<file path="src/rtl/gcnt_pkg.sv">
package gcnt_pkg;
  localparam int DATA_W = 32;
  localparam int OFS_W  = 12;

  localparam logic [OFS_W-1:0] OFS_CNT_LO = 12'h100;
  localparam logic [OFS_W-1:0] OFS_CNT_HI = 12'h104;
  localparam logic [OFS_W-1:0] OFS_CNT_WS = 12'h110;
  localparam logic [OFS_W-1:0] OFS_CMP_LO = 12'h200;
  localparam logic [OFS_W-1:0] OFS_CMP_HI = 12'h204;
  localparam logic [OFS_W-1:0] OFS_STEP   = 12'h208;
  localparam logic [OFS_W-1:0] OFS_CTRL   = 12'h240;
  localparam logic [OFS_W-1:0] OFS_EVT    = 12'h244;
  localparam logic [OFS_W-1:0] OFS_IEN    = 12'h248;
  localparam logic [OFS_W-1:0] OFS_GWS    = 12'h24C;

  typedef enum logic [2:0] {
    SEL_CNT_LO,
    SEL_CNT_HI,
    SEL_CMP_LO,
    SEL_CMP_HI,
    SEL_STEP,
    SEL_CTRL
  } wsel_e;

  typedef struct packed {
    logic              vld;
    wsel_e             sel;
    logic [DATA_W-1:0] data;
  } wr_req_t;
endpackage

</file>
<file path="src/rtl/gcnt_wr_sync.sv">
module gcnt_wr_sync
  import gcnt_pkg::*;
#(
  parameter int DEPTH = 4
) (
  input  logic    clk,
  input  logic    rst_n,
  input  wr_req_t req_in,
  output wr_req_t req_out
);
  generate
    for (genvar k = 0; k < DEPTH; k++) begin : g_stage
      wr_req_t src;
      wr_req_t q;
      if (k == 0) begin : g_head
        assign src = req_in;
      end else begin : g_body
        assign src = g_stage[k-1].q;
      end
      always_ff @(posedge clk or negedge rst_n) begin
        if (!rst_n) begin
          q <= '0;
        end else begin
          q.vld <= src.vld;
          if (src.vld) begin
            q.sel  <= src.sel;
            q.data <= src.data;
          end
        end
      end
    end
  endgenerate

  assign req_out = g_stage[DEPTH-1].q;
endmodule

</file>
<file path="src/rtl/gcnt_counter.sv">
module gcnt_counter #(
  parameter int CNT_W  = 64,
  parameter int HALF_W = 32
) (
  input  logic              clk,
  input  logic              rst_n,
  input  logic              run,
  input  logic              ld_lo,
  input  logic              ld_hi,
  input  logic [HALF_W-1:0] ld_data,
  output logic [CNT_W-1:0]  cnt
);
  logic [CNT_W-1:0] cnt_q, cnt_nxt;
  logic             cnt_en;

  always_comb begin
    cnt_en  = run | ld_lo | ld_hi;
    cnt_nxt = cnt_q;
    if (ld_lo) begin
      cnt_nxt[HALF_W-1:0] = ld_data;
    end else if (ld_hi) begin
      cnt_nxt[CNT_W-1:HALF_W] = ld_data;
    end else if (run) begin
      cnt_nxt = cnt_q + CNT_W'(1);
    end
  end

  always_ff @(posedge clk or negedge rst_n) begin
    if (!rst_n) begin
      cnt_q <= '0;
    end else if (cnt_en) begin
      cnt_q <= cnt_nxt;
    end
  end

  assign cnt = cnt_q;
endmodule

</file>
<file path="src/rtl/gcnt_compare.sv">
module gcnt_compare #(
  parameter int CMP_W  = 64,
  parameter int HALF_W = 32
) (
  input  logic              clk,
  input  logic              rst_n,
  input  logic [CMP_W-1:0]  cnt,
  input  logic              cmp_on,
  input  logic              rearm,
  input  logic              ld_lo,
  input  logic              ld_hi,
  input  logic              ld_step,
  input  logic [HALF_W-1:0] ld_data,
  input  logic              evt_clr,
  output logic [CMP_W-1:0]  cmp_val,
  output logic [HALF_W-1:0] step_val,
  output logic              hit,
  output logic              evt
);
  logic [CMP_W-1:0]  cmp_q, cmp_nxt;
  logic [HALF_W-1:0] step_q;
  logic              evt_q, evt_nxt;
  logic              cmp_en;

  assign hit = cmp_on && (cnt == cmp_q);

  always_comb begin
    cmp_nxt = cmp_q;
    cmp_en  = 1'b0;
    if (ld_lo) begin
      cmp_nxt[HALF_W-1:0] = ld_data;
      cmp_en = 1'b1;
    end else if (ld_hi) begin
      cmp_nxt[CMP_W-1:HALF_W] = ld_data;
      cmp_en = 1'b1;
    end else if (hit && rearm) begin
      cmp_nxt = cmp_q + CMP_W'(step_q);
      cmp_en  = 1'b1;
    end
    evt_nxt = hit | (evt_q & ~evt_clr);
  end

  always_ff @(posedge clk or negedge rst_n) begin
    if (!rst_n) begin
      cmp_q  <= '0;
      step_q <= '0;
      evt_q  <= 1'b0;
    end else begin
      if (cmp_en) begin
        cmp_q <= cmp_nxt;
      end
      if (ld_step) begin
        step_q <= ld_data;
      end
      evt_q <= evt_nxt;
    end
  end

  assign cmp_val  = cmp_q;
  assign step_val = step_q;
  assign evt      = evt_q;
endmodule

</file>
<file path="src/rtl/gcnt_sticky.sv">
module gcnt_sticky #(
  parameter int N = 4
) (
  input  logic         clk,
  input  logic         rst_n,
  input  logic [N-1:0] set,
  input  logic [N-1:0] clr,
  output logic [N-1:0] st
);
  logic [N-1:0] st_q, st_nxt;

  always_comb begin
    st_nxt = set | (st_q & ~clr);
  end

  always_ff @(posedge clk or negedge rst_n) begin
    if (!rst_n) begin
      st_q <= '0;
    end else begin
      st_q <= st_nxt;
    end
  end

  assign st = st_q;
endmodule

</file>
<file path="src/rtl/gtimer_cmp64.sv">
module gtimer_cmp64
  import gcnt_pkg::*;
#(
  parameter int ADDR_W     = 12,
  parameter int SYNC_DELAY = 4
) (
  input  logic              clk,
  input  logic              rst_n,
  input  logic              bus_we,
  input  logic [ADDR_W-1:0] bus_addr,
  input  logic [31:0]       bus_wdata,
  output logic [31:0]       bus_rdata,
  output logic              irq
);
  localparam int CNT_W = 2 * DATA_W;

  // reset: asserted asynchronously, released on the clock
  logic [1:0] rs_q;
  logic       rst_n_s;
  always_ff @(posedge clk or negedge rst_n) begin
    if (!rst_n) begin
      rs_q <= 2'b00;
    end else begin
      rs_q <= {rs_q[0], 1'b1};
    end
  end
  assign rst_n_s = rs_q[1];

  // address decode
  logic hit_cnt_lo, hit_cnt_hi, hit_cmp_lo, hit_cmp_hi, hit_step, hit_ctrl;
  logic hit_evt, hit_ien, hit_cws, hit_gws;
  always_comb begin
    hit_cnt_lo = bus_addr == ADDR_W'(OFS_CNT_LO);
    hit_cnt_hi = bus_addr == ADDR_W'(OFS_CNT_HI);
    hit_cmp_lo = bus_addr == ADDR_W'(OFS_CMP_LO);
    hit_cmp_hi = bus_addr == ADDR_W'(OFS_CMP_HI);
    hit_step   = bus_addr == ADDR_W'(OFS_STEP);
    hit_ctrl   = bus_addr == ADDR_W'(OFS_CTRL);
    hit_evt    = bus_addr == ADDR_W'(OFS_EVT);
    hit_ien    = bus_addr == ADDR_W'(OFS_IEN);
    hit_cws    = bus_addr == ADDR_W'(OFS_CNT_WS);
    hit_gws    = bus_addr == ADDR_W'(OFS_GWS);
  end

  // delayed write path
  wr_req_t req_in, req_ap;
  always_comb begin
    req_in      = '0;
    req_in.data = bus_wdata;
    req_in.sel  = SEL_CNT_LO;
    if (bus_we) begin
      if (hit_cnt_lo) begin
        req_in.vld = 1'b1;
        req_in.sel = SEL_CNT_LO;
      end else if (hit_cnt_hi) begin
        req_in.vld = 1'b1;
        req_in.sel = SEL_CNT_HI;
      end else if (hit_cmp_lo) begin
        req_in.vld = 1'b1;
        req_in.sel = SEL_CMP_LO;
      end else if (hit_cmp_hi) begin
        req_in.vld = 1'b1;
        req_in.sel = SEL_CMP_HI;
      end else if (hit_step) begin
        req_in.vld = 1'b1;
        req_in.sel = SEL_STEP;
      end else if (hit_ctrl) begin
        req_in.vld = 1'b1;
        req_in.sel = SEL_CTRL;
      end
    end
  end

  gcnt_wr_sync #(.DEPTH(SYNC_DELAY)) u_sync (
    .clk     (clk),
    .rst_n   (rst_n_s),
    .req_in  (req_in),
    .req_out (req_ap)
  );

  logic ap_cnt_lo, ap_cnt_hi, ap_cmp_lo, ap_cmp_hi, ap_step, ap_ctrl;
  always_comb begin
    ap_cnt_lo = req_ap.vld && (req_ap.sel == SEL_CNT_LO);
    ap_cnt_hi = req_ap.vld && (req_ap.sel == SEL_CNT_HI);
    ap_cmp_lo = req_ap.vld && (req_ap.sel == SEL_CMP_LO);
    ap_cmp_hi = req_ap.vld && (req_ap.sel == SEL_CMP_HI);
    ap_step   = req_ap.vld && (req_ap.sel == SEL_STEP);
    ap_ctrl   = req_ap.vld && (req_ap.sel == SEL_CTRL);
  end

  // control and interrupt enable
  logic run_q, rearm_q, cmp_on_q, ien_q;
  always_ff @(posedge clk or negedge rst_n_s) begin
    if (!rst_n_s) begin
      run_q    <= 1'b0;
      rearm_q  <= 1'b0;
      cmp_on_q <= 1'b0;
    end else if (ap_ctrl) begin
      run_q    <= req_ap.data[8];
      rearm_q  <= req_ap.data[1];
      cmp_on_q <= req_ap.data[0];
    end
  end

  logic ien_ld;
  assign ien_ld = bus_we && hit_ien;
  always_ff @(posedge clk or negedge rst_n_s) begin
    if (!rst_n_s) begin
      ien_q <= 1'b0;
    end else if (ien_ld) begin
      ien_q <= bus_wdata[0];
    end
  end

  // counter and comparator
  logic [CNT_W-1:0]  cnt_q, cmp_q;
  logic [DATA_W-1:0] step_q;
  logic              hit, evt_q, evt_clr;

  assign evt_clr = bus_we && hit_evt && bus_wdata[0];

  gcnt_counter #(.CNT_W(CNT_W), .HALF_W(DATA_W)) u_cnt (
    .clk     (clk),
    .rst_n   (rst_n_s),
    .run     (run_q),
    .ld_lo   (ap_cnt_lo),
    .ld_hi   (ap_cnt_hi),
    .ld_data (req_ap.data),
    .cnt     (cnt_q)
  );

  gcnt_compare #(.CMP_W(CNT_W), .HALF_W(DATA_W)) u_cmp (
    .clk      (clk),
    .rst_n    (rst_n_s),
    .cnt      (cnt_q),
    .cmp_on   (cmp_on_q),
    .rearm    (rearm_q),
    .ld_lo    (ap_cmp_lo),
    .ld_hi    (ap_cmp_hi),
    .ld_step  (ap_step),
    .ld_data  (req_ap.data),
    .evt_clr  (evt_clr),
    .cmp_val  (cmp_q),
    .step_val (step_q),
    .hit      (hit),
    .evt      (evt_q)
  );

  // completion flags
  logic [1:0] cws_set, cws_clr, cws_q;
  logic [3:0] gws_set, gws_clr, gws_q;
  always_comb begin
    cws_set = {ap_cnt_hi, ap_cnt_lo};
    cws_clr = (bus_we && hit_cws) ? bus_wdata[1:0] : 2'b00;
    gws_set = {ap_ctrl, ap_step, ap_cmp_hi, ap_cmp_lo};
    gws_clr = (bus_we && hit_gws) ? {bus_wdata[16], bus_wdata[2:0]} : 4'b0000;
  end

  gcnt_sticky #(.N(2)) u_cws (
    .clk   (clk),
    .rst_n (rst_n_s),
    .set   (cws_set),
    .clr   (cws_clr),
    .st    (cws_q)
  );

  gcnt_sticky #(.N(4)) u_gws (
    .clk   (clk),
    .rst_n (rst_n_s),
    .set   (gws_set),
    .clr   (gws_clr),
    .st    (gws_q)
  );

  // read mux
  always_comb begin
    bus_rdata = '0;
    if (hit_cnt_lo)      bus_rdata = cnt_q[DATA_W-1:0];
    else if (hit_cnt_hi) bus_rdata = cnt_q[CNT_W-1:DATA_W];
    else if (hit_cws)    bus_rdata = {30'b0, cws_q};
    else if (hit_cmp_lo) bus_rdata = cmp_q[DATA_W-1:0];
    else if (hit_cmp_hi) bus_rdata = cmp_q[CNT_W-1:DATA_W];
    else if (hit_step)   bus_rdata = step_q;
    else if (hit_ctrl)   bus_rdata = {23'b0, run_q, 6'b0, rearm_q, cmp_on_q};
    else if (hit_evt)    bus_rdata = {31'b0, evt_q};
    else if (hit_ien)    bus_rdata = {31'b0, ien_q};
    else if (hit_gws)    bus_rdata = {15'b0, gws_q[3], 13'b0, gws_q[2:0]};
  end

  assign irq = evt_q & ien_q;
endmodule

</file>
<file path="config.mk">
export PLATFORM = sky130hd
export DESIGN_NAME = gtimer_cmp64
export DESIGN_NICKNAME = d
export VERILOG_FILES = /design/src/rtl/gcnt_pkg.sv /design/src/rtl/gcnt_wr_sync.sv /design/src/rtl/gcnt_counter.sv /design/src/rtl/gcnt_compare.sv /design/src/rtl/gcnt_sticky.sv /design/src/rtl/gtimer_cmp64.sv
export SDC_FILE = /design/constraint.sdc
export NUM_CORES = 1
export LEC_CHECK = 0
export CELL_PAD_IN_SITES_DETAIL_PLACEMENT = 1
export CELL_PAD_IN_SITES_GLOBAL_PLACEMENT = 2
export CORE_ASPECT_RATIO = 0.75
export CORE_UTILIZATION = 38
export CTS_CLUSTER_SIZE = 28
export DETAILED_ROUTE_END_ITERATION = 10
export DONT_BUFFER_PORTS = 1
export GPL_TIMING_DRIVEN = 0
export PLACE_DENSITY = 0.83
export SLEW_MARGIN = 0
export SYNTH_ARGS = -nofsm -noshare
export SYNTH_HDL_FRONTEND = slang
export SYNTH_SLANG_ARGS = --single-unit
</file>
<file path="constraint.sdc">
create_clock -name clk -period 9.99 [get_ports clk]
set_input_delay 0.999 -clock clk [delete_from_list [all_inputs] [get_ports clk]]
set_output_delay 0.999 -clock clk [all_outputs]
set_load 0.02 [all_outputs]
</file>
==> flow_results.xml, run 1 <==
<?xml version="1.0" encoding="UTF-8"?>
<metrics>
  <group name="global_routing">
    <metric name="number_of_antenna_violations_at_the_first_check_in_global_routing" unit="">2</metric>
    <metric name="global_route.usage.total" unit="%">29.4</metric>
    <metric name="first_global_vias" unit="">15300</metric>
    <metric name="grt_max_degree" unit="">71</metric>
    <metric name="grt_first_pass_wirelength" unit="um">102000</metric>
    <metric name="globalRouteOverflowTotal" unit="">0</metric>
  </group>
  <group name="floorplanning">
    <metric name="fp.dieH" unit="um">188</metric>
    <metric name="ios" unit="">80</metric>
    <metric name="core_region_area" unit="sq um">45000</metric>
    <metric name="initial_util" unit="%">38.8</metric>
    <metric name="die_area" unit="sq um">46900</metric>
    <metric name="std_cell_rows" unit="">67</metric>
    <metric name="die_w" unit="um">250</metric>
  </group>
  <group name="clock_tree">
    <metric name="post_cts_resized" unit="">0</metric>
    <metric name="deepest_level_of_the_cts_h_tree" unit="">2</metric>
    <metric name="clock_insertion_delay_worst_skew" unit="ns">0.55</metric>
    <metric name="cts_made_buffers" unit="">36</metric>
    <metric name="cts.root.buffer_cell" unit="">sky130_fd_sc_hd__clkbuf_16</metric>
    <metric name="postCtsHoldBufs" unit="">0</metric>
    <metric name="cts-root-to-sink-buffers" unit="">3</metric>
    <metric name="clkSinkCount" unit="">317</metric>
    <metric name="post_cts_buffers" unit="">0</metric>
    <metric name="clock_slew_at_the_register_clock_pins_of_the_worst_setup_and_hold_paths" unit="ns">0.06</metric>
    <metric name="clock_tree_from_tritoncts" unit="">yes</metric>
  </group>
  <group name="synthesis">
    <metric name="number_of_flops_mapped_to_enable_cells_by_yosys" unit="">0</metric>
    <metric name="synth_async_sr_flop_share" unit="%">100</metric>
    <metric name="netlist_instances" unit="">1803</metric>
    <metric name="synth.net_count" unit="">1884</metric>
    <metric name="synth_seq_cells" unit="">317</metric>
    <metric name="yosys_warnings" unit="">0</metric>
    <metric name="netlist-cell-type-count" unit="">71</metric>
    <metric name="synthTopCellsByArea" unit="">sky130_fd_sc_hd__dfrtp_1 45%, sky130_fd_sc_hd__mux2_2 11%, sky130_fd_sc_hd__nand2_1 4.6%, sky130_fd_sc_hd__a21oi_1 4.4%, sky130_fd_sc_hd__xor2_1 4.4%</metric>
    <metric name="netlist_area" unit="sq um">17500</metric>
    <metric name="synth.avg_cell_area" unit="sq um">9.70</metric>
    <metric name="most_common_flop_cell_mapped_by_yosys" unit="">sky130_fd_sc_hd__dfrtp_1</metric>
    <metric name="dominant_cell_type_by_area_after_synthesis" unit="">sky130_fd_sc_hd__dfrtp_1</metric>
    <metric name="share_of_synthesized_area_occupied_by_flip_flops_and_latches" unit="%">45.4</metric>
    <metric name="synth_top_area_share" unit="%">45.4</metric>
  </group>
  <group name="timing">
    <metric name="rsz0062_at_grt" unit="">no</metric>
    <metric name="fin_crit_sh" unit="%">58.4</metric>
    <metric name="worst_clock_skew" unit="ns">0.0223</metric>
    <metric name="hold_viol" unit="">0</metric>
    <metric name="layout_min_cycle_time" unit="ns">5.83</metric>
    <metric name="post-route-worst-setup-slack" unit="ns">4.16</metric>
    <metric name="clock.fmax" unit="MHz">172</metric>
    <metric name="normalized_max_slew_margin" unit="%">-2.46</metric>
    <metric name="setup_tns" unit="ns">0</metric>
    <metric name="worst_slew_pin_slew" unit="ns">1.53</metric>
    <metric name="final_max_slew_viol_count" unit="">10</metric>
    <metric name="setup-violations-final" unit="">0</metric>
  </group>
  <group name="status">
    <metric name="outcome" unit="">finished with violations</metric>
    <metric name="violated_checks" unit="">max-capacitance violations, max-slew violations</metric>
  </group>
  <group name="pwr">
    <metric name="power_density" unit="nW/um^2">140</metric>
    <metric name="total_power" unit="W">0.00275</metric>
    <metric name="power.ir.vdd_worst" unit="mV">0.146</metric>
    <metric name="power_leakage" unit="nW">9.02</metric>
  </group>
  <group name="route">
    <metric name="route.detailed.vias_per_inst" unit="">5.96</metric>
    <metric name="antenna_left" unit="">0</metric>
    <metric name="firstDrtPassIters" unit="">5</metric>
    <metric name="routed_wire_length_per_instance" unit="um">27.7</metric>
    <metric name="dr.first_iter.drc_count" unit="">1180</metric>
    <metric name="drt-total-wl" unit="um">68200</metric>
    <metric name="drcViolationCount" unit="">0</metric>
    <metric name="number_of_vias_in_the_routed_layout" unit="">14700</metric>
  </group>
  <group name="critical_path">
    <metric name="worst_setup_path_end_kind" unit="">output pin</metric>
    <metric name="timing.critical_path.fanout_max" unit="">10</metric>
    <metric name="worst-setup-path-type" unit="">in2out</metric>
    <metric name="required" unit="ns">8.99</metric>
    <metric name="worstPathArrival" unit="ns">4.83</metric>
    <metric name="worst_setup_path_start_kind" unit="">input port</metric>
  </group>
  <group name="finish">
    <metric name="area_delta_synth_final" unit="%">12.3</metric>
    <metric name="drive_gt1_share" unit="%">14.5</metric>
    <metric name="area.sequential" unit="sq um">7940</metric>
    <metric name="n_antenna_cell" unit="">0</metric>
    <metric name="final_nets" unit="">1927</metric>
    <metric name="post-route-util" unit="%">43.6</metric>
    <metric name="multi_input_gate_area" unit="sq um">9080</metric>
    <metric name="fillerInstances" unit="">5045</metric>
  </group>
  <group name="place">
    <metric name="place_hpwl" unit="um">53000</metric>
    <metric name="buffer_ports.inserted" unit="">0</metric>
    <metric name="globalplace.congestion" unit="">0.984</metric>
    <metric name="dp_slack" unit="ns">4.39</metric>
  </group>
  <group name="run">
    <metric name="max_capacitance_violation_count" unit="">1</metric>
  </group>
  <group name="min_path">
    <metric name="type_of_the_tightest_min_delay_check" unit="">in2async</metric>
  </group>
</metrics>
[layer usage]
metal	wire length, um	part of all wire, %	global-route usage [%]	vias up
li1	-	-	-	6460
met1	31700	47	42.8	7593
met2	29000	43	43.6	516
met3	5810	8.5	6.87	96
met4	1580	2.3	7.69	2
met5	13	0.019	0	-
[registers in the layout (all words and copies together) (netlist names)]
signal	cells
cmp_on_q	1
ien_q	1
rearm_q	1
rs_q	2
run_q	1
u_cmp.cmp_val	64
u_cmp.evt	1
u_cmp.step_val	32
u_cnt.cnt	64
u_cws.st	2
u_gws.st	4
u_sync.g_stage.q	108
u_sync.req_out	36
[kinds of logic (layout without fill, tap and decap cells)]
| group | after synthesis | after routing | share of synthesized area (%) |
|---|---|---|---|
| AOI/OAI and AO/OA | 386 | 386 | 12.7 |
| xor gates and xnor gates | 173 | 173 | 8.71 |
| adders and majority gates | 34 | 34 | 2.48 |
| buffers and inverters | 119 | 190 | 2.71 |
| DFF | 317 | 317 | 45.4 |
| muxes | 184 | 184 | 11.8 |
| other | 1 | 1 | 0.0214 |
| and+or+nand+nor | 589 | 589 | 16.1 |
[area by class of cell]
| class | instances | share of cell area [%] |
|---|---|---|
| Buffer | 91 | 1.88 |
| Clock inverter | 14 | 0.982 |
| Inverter | 28 | 0.535 |
| Sequential cell | 317 | 40.4 |
| Tap cell | 586 | 3.73 |
| Clock buffer | 52 | 5.51 |
| Multi-Input combinational cell | 1367 | 46.2 |
| Timing Repair Buffer | 5 | 0.701 |
[where the power goes]
part	internal (W)	leakage [nW]	total [W]	switching (W)
logic	0.0000109	4.00	0.0000413	0.0000304
clock network	0.000841	0.627	0.00141	0.000573
registers	0.00129	4.40	0.00129	0.00000546
total	0.00214	9.02	0.00275	0.000609
[worst paths after layout]
check | slack (ns) | start | endpoint | cells after the start
min | 0.15 | rst_n | rs_q[1]$_DFF_PN0_ | 0
max reg2reg | 5.87 | u_cmp.cmp_val[3]$_DFFE_PN0P_ | u_cmp.cmp_val[49]$_DFFE_PN0P_ | 11
min reg2reg | 0.30 | rs_q[1]$_DFF_PN0_ | u_sync.g_stage[0].q[34]$_DFFE_PN0P_ | 0
max | 4.16 | bus_addr[5] | bus_rdata[9] | 7
min in group clk | 0.36 | rs_q[0]$_DFF_PN0_ | rs_q[1]$_DFF_PN0_ | 0
max in group asynchronous | 8.27 | rs_q[1]$_DFF_PN0_ | u_cmp.cmp_val[23]$_DFFE_PN0P_ | 3
[worst max-delay path, cell delays in order]
cell	delay (ns)
sky130_fd_sc_hd__nor4_1	0.59
sky130_fd_sc_hd__nor2b_1	0.31
sky130_fd_sc_hd__nand3b_1	0.20
sky130_fd_sc_hd__nor3_1	1.23
sky130_fd_sc_hd__clkbuf_1	0.71
sky130_fd_sc_hd__a21oi_1	0.16
sky130_fd_sc_hd__a21oi_1	0.62
[stage by stage]
step           area [sq um]  instances  hold WS, ns
4_1_cts               19600       2460        0.127
5_1_grt               19600       2460        0.125
3_3_place_gp          18200       2389        0.343
2_1_floorplan         17500       1803        0.331
6_report              19600       2460        0.150
3_5_place_dp          18400       2394        0.317
[cells in the mapped netlist, types with 17 or more instances]
| cell type | count |
|---|---|
| sky130_fd_sc_hd__nand3_1 | 47 |
| sky130_fd_sc_hd__ha_1 | 33 |
| sky130_fd_sc_hd__xor2_1 | 88 |
| sky130_fd_sc_hd__nor2_1 | 139 |
| sky130_fd_sc_hd__inv_1 | 28 |
| sky130_fd_sc_hd__o21ai_0 | 134 |
| sky130_fd_sc_hd__and3_1 | 32 |
| sky130_fd_sc_hd__nor4_1 | 17 |
| sky130_fd_sc_hd__nand2_1 | 212 |
| sky130_fd_sc_hd__a21o_1 | 20 |
| sky130_fd_sc_hd__nand4_1 | 44 |
| sky130_fd_sc_hd__nand2b_1 | 17 |
| sky130_fd_sc_hd__dfrtp_1 | 317 |
| sky130_fd_sc_hd__nor3_1 | 19 |
| sky130_fd_sc_hd__xnor2_1 | 84 |
| sky130_fd_sc_hd__clkbuf_1 | 75 |
| sky130_fd_sc_hd__a21oi_1 | 155 |
| sky130_fd_sc_hd__mux2_2 | 173 |
[cell usage in the layout, fill, tap and decap left out, types with 33 or more instances in the layout]
cell type                   instances
sky130_fd_sc_hd__dfrtp_1          316
sky130_fd_sc_hd__nand2_1          212
sky130_fd_sc_hd__mux2_2           173
sky130_fd_sc_hd__a21oi_1          155
sky130_fd_sc_hd__nor2_1           139
sky130_fd_sc_hd__o21ai_0          134
sky130_fd_sc_hd__xor2_1            88
sky130_fd_sc_hd__xnor2_1           84
sky130_fd_sc_hd__clkbuf_1          79
sky130_fd_sc_hd__nand3_1           47
sky130_fd_sc_hd__nand4_1           44
sky130_fd_sc_hd__clkbuf_16         36
sky130_fd_sc_hd__ha_1              33
Power figures use the tool's default switching activity.
==> run 2: changes to the inputs <==
- CORE_UTILIZATION: 38 -> 42
- PLACE_DENSITY: 0.83 -> 0.87
- clock period: 9.99 -> 5.59 ns (I/O delays scaled with it)
==> run 2 against run 1 <==
The flow now finishes without violations. Utilization rose by 3.9 points. Via count down 1.8%. Sequential power rose by 79%. Hold slack improved by 0.0074 ns. Sequential share of layout area is 0.37 points higher. Combinational power rose by 77%. Critical path depth increased by 2.
==> flow_results.xml, run 2 (same netlist as run 1, synthesis figures left out) <==
<?xml version="1.0" encoding="UTF-8"?>
<metrics>
  <group name="finish">
    <metric name="area.sequential" unit="sq um">7940</metric>
    <metric name="most_common_library_cell_in_the_layout_ignoring_fill_and_taps" unit="">sky130_fd_sc_hd__dfrtp_1</metric>
    <metric name="largest-register" unit="">u_sync.g_stage.q</metric>
    <metric name="layout_common_cells" unit="">316 x sky130_fd_sc_hd__dfrtp_1, 212 x sky130_fd_sc_hd__nand2_1, 173 x sky130_fd_sc_hd__mux2_2</metric>
    <metric name="multi_input_gate_area" unit="sq um">9080</metric>
    <metric name="n_antenna_cell" unit="">0</metric>
    <metric name="final_nets" unit="">1927</metric>
    <metric name="post-route-util" unit="%">47.5</metric>
    <metric name="area_delta_synth_final" unit="%">11.3</metric>
    <metric name="fillerInstances" unit="">4585</metric>
    <metric name="largest_reg_flops" unit="">108</metric>
    <metric name="drive_gt1_share" unit="%">14.2</metric>
  </group>
  <group name="min_path">
    <metric name="hold_path_startpoint" unit="">bus_wdata[9]</metric>
    <metric name="holdPathEnd" unit="">u_sync.g_stage[0].q[9]$_DFFE_PN0P_</metric>
    <metric name="type_of_the_tightest_min_delay_check" unit="">in2reg</metric>
    <metric name="timing.hold.worst_path_depth" unit="">1</metric>
  </group>
  <group name="place">
    <metric name="globalplace.congestion" unit="">0.973</metric>
    <metric name="buffer_ports.inserted" unit="">0</metric>
    <metric name="dp_slack" unit="ns">1.23</metric>
    <metric name="place_hpwl" unit="um">52900</metric>
  </group>
  <group name="floorplanning">
    <metric name="initial_util" unit="%">42.7</metric>
    <metric name="core_region_area" unit="sq um">40900</metric>
    <metric name="fp.dieH" unit="um">179</metric>
    <metric name="std_cell_rows" unit="">64</metric>
    <metric name="ios" unit="">80</metric>
    <metric name="die_area" unit="sq um">42500</metric>
    <metric name="die_w" unit="um">238</metric>
  </group>
  <group name="timing">
    <metric name="clock.fmax" unit="MHz">221</metric>
    <metric name="rsz0062_at_grt" unit="">no</metric>
    <metric name="post-route-worst-setup-slack" unit="ns">1.07</metric>
    <metric name="worst_slew_pin_slew" unit="ns">1.10</metric>
    <metric name="hold_viol" unit="">0</metric>
    <metric name="worst_clock_skew" unit="ns">0.0432</metric>
    <metric name="normalized_max_slew_margin" unit="%">26.1</metric>
    <metric name="setup-violations-final" unit="">0</metric>
    <metric name="fin_crit_sh" unit="%">80.9</metric>
    <metric name="layout_min_cycle_time" unit="ns">4.52</metric>
    <metric name="hold_slack" unit="ns">0.157</metric>
    <metric name="final_max_slew_viol_count" unit="">0</metric>
  </group>
  <group name="clock_tree">
    <metric name="cts_made_buffers" unit="">35</metric>
    <metric name="clock_tree_from_tritoncts" unit="">yes</metric>
    <metric name="deepest_level_of_the_cts_h_tree" unit="">2</metric>
    <metric name="clock_slew_at_the_register_clock_pins_of_the_worst_setup_and_hold_paths" unit="ns">0.06</metric>
    <metric name="clkSinkCount" unit="">317</metric>
    <metric name="post_cts_buffers" unit="">0</metric>
    <metric name="cts-root-to-sink-buffers" unit="">3</metric>
    <metric name="clock_insertion_delay_worst_skew" unit="ns">0.55</metric>
    <metric name="cts.root.buffer_cell" unit="">sky130_fd_sc_hd__clkbuf_16</metric>
  </group>
  <group name="global_routing">
    <metric name="first_global_vias" unit="">15000</metric>
    <metric name="grt_max_degree" unit="">72</metric>
    <metric name="globalRouteOverflowTotal" unit="">0</metric>
    <metric name="grt_first_pass_wirelength" unit="um">99900</metric>
    <metric name="number_of_antenna_violations_at_the_first_check_in_global_routing" unit="">4</metric>
    <metric name="global_route.usage.total" unit="%">32.4</metric>
  </group>
  <group name="critical_path">
    <metric name="worstPathArrival" unit="ns">4.90</metric>
    <metric name="worst_reg2reg_startpoint" unit="">u_cmp.cmp_val[56]$_DFFE_PN0P_</metric>
    <metric name="worst_setup_path_start_kind" unit="">flip-flop</metric>
    <metric name="r2r_setup_slack" unit="ns">1.07</metric>
    <metric name="worst_setup_path_end_kind" unit="">flip-flop</metric>
    <metric name="rr_worst_depth" unit="">9</metric>
    <metric name="required" unit="ns">5.96</metric>
    <metric name="worst-setup-path-type" unit="">reg2reg</metric>
    <metric name="timing.rr.end" unit="">u_cmp.cmp_val[25]$_DFFE_PN0P_</metric>
    <metric name="timing.critical_path.fanout_max" unit="">10</metric>
  </group>
  <group name="pwr">
    <metric name="power_density" unit="nW/um^2">241</metric>
    <metric name="power_leakage" unit="nW">8.96</metric>
    <metric name="power.ir.vdd_worst" unit="mV">0.235</metric>
  </group>
  <group name="route">
    <metric name="route.detailed.vias_per_inst" unit="">5.92</metric>
    <metric name="routed_wire_length_per_instance" unit="um">27.6</metric>
    <metric name="drcViolationCount" unit="">0</metric>
    <metric name="firstDrtPassIters" unit="">7</metric>
    <metric name="drt-met1-wl" unit="um">31200</metric>
    <metric name="antenna_left" unit="">0</metric>
    <metric name="highest_layer" unit="">met4</metric>
    <metric name="drt-total-wl" unit="um">67200</metric>
    <metric name="wl_met2" unit="um">28800</metric>
    <metric name="wl_met3" unit="um">5380</metric>
    <metric name="dr.first_iter.drc_count" unit="">1330</metric>
    <metric name="number_of_vias_in_the_routed_layout" unit="">14400</metric>
  </group>
  <group name="run">
    <metric name="max_capacitance_violation_count" unit="">0</metric>
  </group>
  <group name="status">
    <metric name="outcome" unit="">finished, final reports clean</metric>
  </group>
</metrics>
## run 2: worst max path at each step
stage                                       start                            end  cells past startpoint  slack, ns
floorplan                       rs_q[1]$_DFF_PN0_           cmp_on_q$_DFFE_PN0P_                      0       0.40
global placement                rs_q[1]$_DFF_PN0_  u_cmp.cmp_val[23]$_DFFE_PN0P_                      0      -1.63
global route                          bus_addr[5]                  bus_rdata[13]                      7       1.08
finish              u_cmp.cmp_val[56]$_DFFE_PN0P_  u_cmp.cmp_val[25]$_DFFE_PN0P_                      9       1.07
detailed placement  u_cmp.cmp_val[56]$_DFFE_PN0P_  u_cmp.cmp_val[10]$_DFFE_PN0P_                      9       1.23
CTS                 u_cmp.cmp_val[56]$_DFFE_PN0P_  u_cmp.cmp_val[25]$_DFFE_PN0P_                      9       1.19
## run 2: layout make-up
| class | count | share of cell area [%] |
|---|---|---|
| Timing Repair Buffer | 6 | 0.759 |
| Sequential cell | 317 | 40.8 |
| Multi-Input combinational cell | 1367 | 46.7 |
| Clock inverter | 14 | 0.637 |
| Inverter | 28 | 0.540 |
| Tap cell | 561 | 3.61 |
| Buffer | 91 | 1.90 |
| Clock buffer | 48 | 5.11 |
## run 2: per-layer routing
metal | vias to the layer above | GRT usage (%)
li1 | 6460 | -
met1 | 7373 | 46.5
met2 | 472 | 48.6
met3 | 97 | 7.85
met4 | 0 | 8.74
met5 | - | 0
## run 2: what timing repair did
action	in CTS	in global routing
endpoints found under the hold margin	2	0
hold buffers	1	0
gates resized for setup	0	0
## run 2: metrics by stage
step / setup TNS [ns] / total power, W / std cells / instance area, sq um
finish: 0 / 0.00468 / 2432 / 19500
global route: 0 / 0.00481 / 2432 / 19500
CTS: 0 / 0.00472 / 2432 / 19500
detailed placement: 0 / 0.00243 / 2369 / 18300
global placement: -494.95 / 0.00242 / 2364 / 18200
floorplan: 0 / 0.00240 / 1803 / 17500
## run 2: where the power goes
group | internal [W] | switching, W | leakage [nW]
registers | 0.00230 | 0.0000102 | 4.40
logic | 0.0000200 | 0.0000530 | 4.00
clock network | 0.00131 | 0.000992 | 0.558
## run 2: worst max-delay path, cell delays in order (launching register included)
cell and delay [ns]:
sky130_fd_sc_hd__dfrtp_1 0.46, sky130_fd_sc_hd__xnor2_1 0.40, sky130_fd_sc_hd__nand4_1 0.28, sky130_fd_sc_hd__nor4_1 0.58
sky130_fd_sc_hd__nand4_1 0.33, sky130_fd_sc_hd__or4_2 0.69, sky130_fd_sc_hd__nor2_1 0.81, sky130_fd_sc_hd__buf_2 0.48
sky130_fd_sc_hd__mux2i_1 0.23, sky130_fd_sc_hd__o21ai_0 0.09
